File: src/rtl/csa9_pkg.sv
`timescale 1ns/1ps
package csa9_pkg;
  // number of operands summed by the tree
  localparam int unsigned NUM_OPS = 9;
  // bits of growth needed so that NUM_OPS*(2^W-1) always fits
  localparam int unsigned GROWTH  = $clog2(NUM_OPS + 1);
endpackage

File: src/rtl/csa9_fa.sv
`timescale 1ns/1ps
// One column of a 3:2 compressor: weight-1 sum, weight-2 carry.
module csa9_fa (
  input  logic x_i,
  input  logic y_i,
  input  logic z_i,
  output logic s_o,
  output logic c_o
);
  assign s_o = x_i ^ y_i ^ z_i;
  assign c_o = (x_i & y_i) | (x_i & z_i) | (y_i & z_i);
endmodule

File: src/rtl/csa9_row32.sv
`timescale 1ns/1ps
// A row of 3:2 compressors across W columns. The carry vector is already
// shifted one column up, so it aligns with the sum vector.
module csa9_row32 #(
  parameter int W = 8
) (
  input  logic [W-1:0] a_i,
  input  logic [W-1:0] b_i,
  input  logic [W-1:0] c_i,
  output logic [W-1:0] sum_o,
  output logic [W-1:0] carry_o,
  output logic         spill_o
);
  logic [W-1:0] maj;

  for (genvar k = 0; k < W; k++) begin : g_col
    csa9_fa u_fa (
      .x_i(a_i[k]),
      .y_i(b_i[k]),
      .z_i(c_i[k]),
      .s_o(sum_o[k]),
      .c_o(maj[k])
    );
  end

  assign carry_o = maj << 1;
  // carry out of the top column; weight 2^W
  assign spill_o = maj[W-1];
endmodule

File: src/rtl/csa9_row42.sv
`timescale 1ns/1ps
// A row of 4:2 compressors. Each column holds two cascaded 3:2 cells.
// The lateral carry out of a column comes from a, b and c only, so it
// never ripples through the row.
module csa9_row42 #(
  parameter int W = 8
) (
  input  logic [W-1:0] a_i,
  input  logic [W-1:0] b_i,
  input  logic [W-1:0] c_i,
  input  logic [W-1:0] d_i,
  output logic [W-1:0] sum_o,
  output logic [W-1:0] carry_o,
  output logic [1:0]   spill_o
);
  logic [W-1:0] mid;
  logic [W-1:0] lat;
  logic [W-1:0] lat_in;
  logic [W-1:0] maj;

  // lateral carries step one column up; the lowest column gets zero
  assign lat_in = lat << 1;

  for (genvar k = 0; k < W; k++) begin : g_col
    csa9_fa u_upper (
      .x_i(a_i[k]),
      .y_i(b_i[k]),
      .z_i(c_i[k]),
      .s_o(mid[k]),
      .c_o(lat[k])
    );
    csa9_fa u_lower (
      .x_i(mid[k]),
      .y_i(d_i[k]),
      .z_i(lat_in[k]),
      .s_o(sum_o[k]),
      .c_o(maj[k])
    );
  end

  assign carry_o = maj << 1;
  // both weight-2^W bits that leave the top column
  assign spill_o = {lat[W-1], maj[W-1]};
endmodule

File: src/rtl/csa9_cpa.sv
`timescale 1ns/1ps
// Final carry-propagate adder of the two reduced vectors.
module csa9_cpa #(
  parameter int W = 8
) (
  input  logic [W-1:0] a_i,
  input  logic [W-1:0] b_i,
  output logic [W-1:0] sum_o,
  output logic         cout_o
);
  assign {cout_o, sum_o} = {1'b0, a_i} + {1'b0, b_i};
endmodule

File: src/rtl/csa9_tree.sv
`timescale 1ns/1ps
module csa9_tree
  import csa9_pkg::*;
#(
  parameter int WIDTH           = 8,
  parameter int TOPOLOGY        = 0,
  parameter bit REGISTER_OUTPUT = 1'b1
) (
  input  logic                       clk_i,
  input  logic                       rst_i,
  input  logic [NUM_OPS*WIDTH-1:0]   operands_i,
  output logic [WIDTH+GROWTH-1:0]    sum_o
);
  localparam int OUT_W = WIDTH + GROWTH;
  localparam int EW    = OUT_W + 3;
  localparam int NR32  = (TOPOLOGY == 0) ? 5 : 1;
  localparam int NR42  = (TOPOLOGY == 0) ? 1 : 3;

  logic [OUT_W-1:0] xo [NUM_OPS];

  logic [OUT_W-1:0] t_a [NR32];
  logic [OUT_W-1:0] t_b [NR32];
  logic [OUT_W-1:0] t_c [NR32];
  logic [OUT_W-1:0] t_s [NR32];
  logic [OUT_W-1:0] t_y [NR32];
  logic             t_sp [NR32];

  logic [OUT_W-1:0] q_a [NR42];
  logic [OUT_W-1:0] q_b [NR42];
  logic [OUT_W-1:0] q_c [NR42];
  logic [OUT_W-1:0] q_d [NR42];
  logic [OUT_W-1:0] q_s [NR42];
  logic [OUT_W-1:0] q_y [NR42];
  logic [1:0]       q_sp [NR42];

  logic [OUT_W-1:0] fin_a;
  logic [OUT_W-1:0] fin_b;
  logic [OUT_W-1:0] total;
  logic             fin_cout;

  // widen every operand to the output width
  for (genvar k = 0; k < NUM_OPS; k++) begin : g_ext
    assign xo[k] = OUT_W'(operands_i[k*WIDTH +: WIDTH]);
  end

  // three-input rows
  for (genvar i = 0; i < NR32; i++) begin : g_r32
    csa9_row32 #(.W(OUT_W)) u_row (
      .a_i(t_a[i]), .b_i(t_b[i]), .c_i(t_c[i]),
      .sum_o(t_s[i]), .carry_o(t_y[i]), .spill_o(t_sp[i])
    );
    // the row keeps the weighted total of its inputs
    p_row_conserve_r1: assert property (@(posedge clk_i) disable iff (rst_i)
      (EW'(t_a[i]) + EW'(t_b[i]) + EW'(t_c[i])) ==
      (EW'(t_s[i]) + EW'(t_y[i]) + (EW'(t_sp[i]) << OUT_W)));
    p_no_overflow_r2: assert property (@(posedge clk_i) disable iff (rst_i)
      t_sp[i] == 1'b0);
  end

  // four-input rows
  for (genvar i = 0; i < NR42; i++) begin : g_r42
    csa9_row42 #(.W(OUT_W)) u_row (
      .a_i(q_a[i]), .b_i(q_b[i]), .c_i(q_c[i]), .d_i(q_d[i]),
      .sum_o(q_s[i]), .carry_o(q_y[i]), .spill_o(q_sp[i])
    );
    // lateral carries must land in the next column, none lost
    p_quad_conserve_r1: assert property (@(posedge clk_i) disable iff (rst_i)
      (EW'(q_a[i]) + EW'(q_b[i]) + EW'(q_c[i]) + EW'(q_d[i])) ==
      (EW'(q_s[i]) + EW'(q_y[i]) + (EW'(q_sp[i][0]) << OUT_W) +
       (EW'(q_sp[i][1]) << OUT_W)));
    p_no_overflow_r2: assert property (@(posedge clk_i) disable iff (rst_i)
      q_sp[i] == 2'b00);
  end

  // reduction wiring; every pairing keeps equal weights aligned
  if (TOPOLOGY == 0) begin : g_topo_a
    // 9 -> 6
    assign t_a[0] = xo[0];  assign t_b[0] = xo[1];  assign t_c[0] = xo[2];
    assign t_a[1] = xo[3];  assign t_b[1] = xo[4];  assign t_c[1] = xo[5];
    assign t_a[2] = xo[6];  assign t_b[2] = xo[7];  assign t_c[2] = xo[8];
    // 6 -> 4
    assign t_a[3] = t_s[0]; assign t_b[3] = t_y[0]; assign t_c[3] = t_s[1];
    assign t_a[4] = t_y[1]; assign t_b[4] = t_s[2]; assign t_c[4] = t_y[2];
    // 4 -> 2
    assign q_a[0] = t_s[3]; assign q_b[0] = t_y[3];
    assign q_c[0] = t_s[4]; assign q_d[0] = t_y[4];
    assign fin_a  = q_s[0];
    assign fin_b  = q_y[0];
  end else begin : g_topo_b
    // 8 -> 4, ninth operand waits
    assign q_a[0] = xo[0];  assign q_b[0] = xo[1];
    assign q_c[0] = xo[2];  assign q_d[0] = xo[3];
    assign q_a[1] = xo[4];  assign q_b[1] = xo[5];
    assign q_c[1] = xo[6];  assign q_d[1] = xo[7];
    // 4 of 5 -> 2, leaving three
    assign q_a[2] = q_s[0]; assign q_b[2] = q_y[0];
    assign q_c[2] = q_s[1]; assign q_d[2] = q_y[1];
    // 3 -> 2
    assign t_a[0] = q_s[2]; assign t_b[0] = q_y[2]; assign t_c[0] = xo[8];
    assign fin_a  = t_s[0];
    assign fin_b  = t_y[0];
  end

  csa9_cpa #(.W(OUT_W)) u_cpa (
    .a_i(fin_a), .b_i(fin_b), .sum_o(total), .cout_o(fin_cout)
  );

  p_cpa_no_overflow_r2: assert property (@(posedge clk_i) disable iff (rst_i)
    fin_cout == 1'b0);

  if (REGISTER_OUTPUT) begin : g_reg
    logic [OUT_W-1:0] sum_q;
    always_ff @(posedge clk_i) begin
      if (rst_i) sum_q <= '0;
      else       sum_q <= total;
    end
    assign sum_o = sum_q;

    p_reg_latency_r6: assert property (@(posedge clk_i) disable iff (rst_i)
      !$past(rst_i) |-> sum_o == $past(total));
    p_reset_zero_r7: assert property (@(posedge clk_i) disable iff (rst_i)
      $past(rst_i) |-> sum_o == '0);
  end else begin : g_comb
    assign sum_o = total;
  end
endmodule

File: config.mk
export PLATFORM = sky130hd
export DESIGN_NAME = csa9_tree
export DESIGN_NICKNAME = d
export VERILOG_FILES = /design/src/rtl/csa9_pkg.sv /design/src/rtl/csa9_fa.sv /design/src/rtl/csa9_row32.sv /design/src/rtl/csa9_row42.sv /design/src/rtl/csa9_cpa.sv /design/src/rtl/csa9_tree.sv
export SDC_FILE = /design/constraint.sdc
export NUM_CORES = 1
export LEC_CHECK = 0
export ABC_AREA = 1
export CORE_MARGIN = 10
export CORE_UTILIZATION = 39
export CTS_CLUSTER_SIZE = 24
export DETAILED_ROUTE_END_ITERATION = 10
export GPL_ROUTABILITY_DRIVEN = 0
export PLACE_DENSITY = 0.76
export RECOVER_POWER = 50
export SLEW_MARGIN = 25
export SYNTH_ARGS = -nofsm -noshare
export SYNTH_HDL_FRONTEND = slang
export SYNTH_HIERARCHICAL = 1
export SYNTH_SLANG_ARGS = --single-unit
File: constraint.sdc
create_clock -name clk_i -period 3.8 [get_ports clk_i]
set_input_delay 0.76 -clock clk_i [delete_from_list [all_inputs] [get_ports clk_i]]
set_output_delay 0.76 -clock clk_i [all_outputs]
set_load 0.02 [all_outputs]
==> flow_summary.ini <==
[min_path]
hp-class = in2reg

[floorplan]
die_h_um = 104
fp.dieW_um = 104
rows = 30
core-area_um2 = 6790
io_pins = 86
start_util = 0.403
die-area_um2 = 10800

[yosys]
synthCells = 250
syn_area_um2 = 2740
synth.avg_cell_area_um2 = 11.0
ys_warn_count = 6

[worst_setup_path]
endpoint_kind = register
crit_required_ns = 3.91
crit_path_start_kind = input pin
critPathMaxFanout = 4
arrival_ns = 3.87
critPathKind = in2reg

[layout]
antennaDiodeCount = 0
nFillCells = 575
final_cells = 480
area_delta_synth_final_pct = 49.9
final_area_um2 = 4100
nets = 557
largest_reg_flops = 12
drive_gt1_frac = 0.344

[timing]
tns_ns = 0
fmax_mhz = 266
rsz0062_at_grt = yes
final_max_slew_viol_count = 0
hold_violations = 0
finalSetupViolCount = 0
finalCritPeriodShare = 0.990
fin_crit_ns = 3.76
holdWs_ns = 1.34

[job]
cap_viol_max_count = 0

[global_route]
grt_pass1_vias = 2447
antenna_found_initial = 0
grtUsageTotal = 0.123
grt_pass1_wl_mm = 11.1
grt_overflow = 0
grt_max_degree = 13

[detailed_routing]
vias = 2062
drtIter0Drc = 73
first_pass_iters = 5
vias_per_cell = 4.30
post_drt_wl_per_cell_um = 13.0
drc = 0
totalWireLength_mm = 6.23
postRouteAntennaNets = 0

[placement]
place_area_um2 = 3890
io_buffers = 85
hpwl_mm = 5.52
place_inst = 473

[cts]
cts_buffer_depth = 2
cts_buffers = 3
path_clk_slew_ns = 0.05
cts_tree = done
cts_num_sinks = 12
cts_root_buffer = clkbuf_8
htree_levels = 1

[outcome]
status = completed
what timing repair did:
action,4_1_cts,5_1_grt
buffers inserted,4,0
hold buffers,0,0
pin swaps,65,85
setup endpoints to repair,10,9
resized for setup,99,135
cell usage in the layout, fill, tap and decap left out, drive strengths merged:
| cell | n |
|---|---|
| nand2 | 49 |
| a21oi | 4 |
| clkdlybuf4s50 | 11 |
| inv | 33 |
| dfxtp | 12 |
| nand4 | 4 |
| buf | 20 |
| dlygate4sd3 | 9 |
| clkbuf | 39 |
| ha | 12 |
| xor2 | 6 |
| nand3 | 11 |
| dlymetal6s2s | 9 |
| nor2 | 20 |
| dlygate4sd2 | 6 |
| fa | 85 |
| conb | 43 |
| clkdlybuf4s15 | 11 |
routing by layer:
metal | share of wire | up-vias | wire length [um] | GRT usage
li1 | - | 959 | - | -
met1 | 0.34 | 1034 | 2140 | 0.131
met2 | 0.60 | 59 | 3750 | 0.246
met3 | 0.038 | 10 | 238 | 0.0204
met4 | 0.016 | 0 | 101 | 0.0159
met5 | 0 | - | 0 | 0
through the flow:
stage / util / worst slack (ns)
global placement: 0.572 / -0.645
global route: 0.604 / -0.0931
finish: 0.604 / 0.0382
detailed placement: 0.572 / -0.676
floorplan: - / 0.0175
CTS: 0.599 / -0.00447
worst max-delay path, cell delays in order:
cell	delay, ns
buf_6	0.09
fa_1	0.51
fa_1	0.53
fa_1	0.58
fa_1	0.47
ha_4	0.30
a21oi_4	0.18
nand2_2	0.08
nand2_2	0.10
nand3_2	0.06
nand2_1	0.06
nand2_1	0.06
inv_1	0.05
nor2_1	0.03
worst paths after layout:
| path | startpoint | to | cells past startpoint | slack (ns) |
|---|---|---|---|---|
| setup / recovery | operands_i[21] | sum_o[10] | 14 | 0.04 |
| hold / removal | rst_i | sum_o[7] | 2 | 1.34 |
layout make-up:
class,instances,area [um^2],area share
Clock buffer,3,41.3,0.0101
Tap cell,96,120,0.0293
Inverter,33,126,0.0308
Timing Repair Buffer,102,817,0.199
Multi-Input combinational cell,234,2760,0.672
Sequential cell,12,240,0.0585
Power is not shown: default switching activity piles up to over one toggle a cycle in this logic, so the estimate is an artifact.
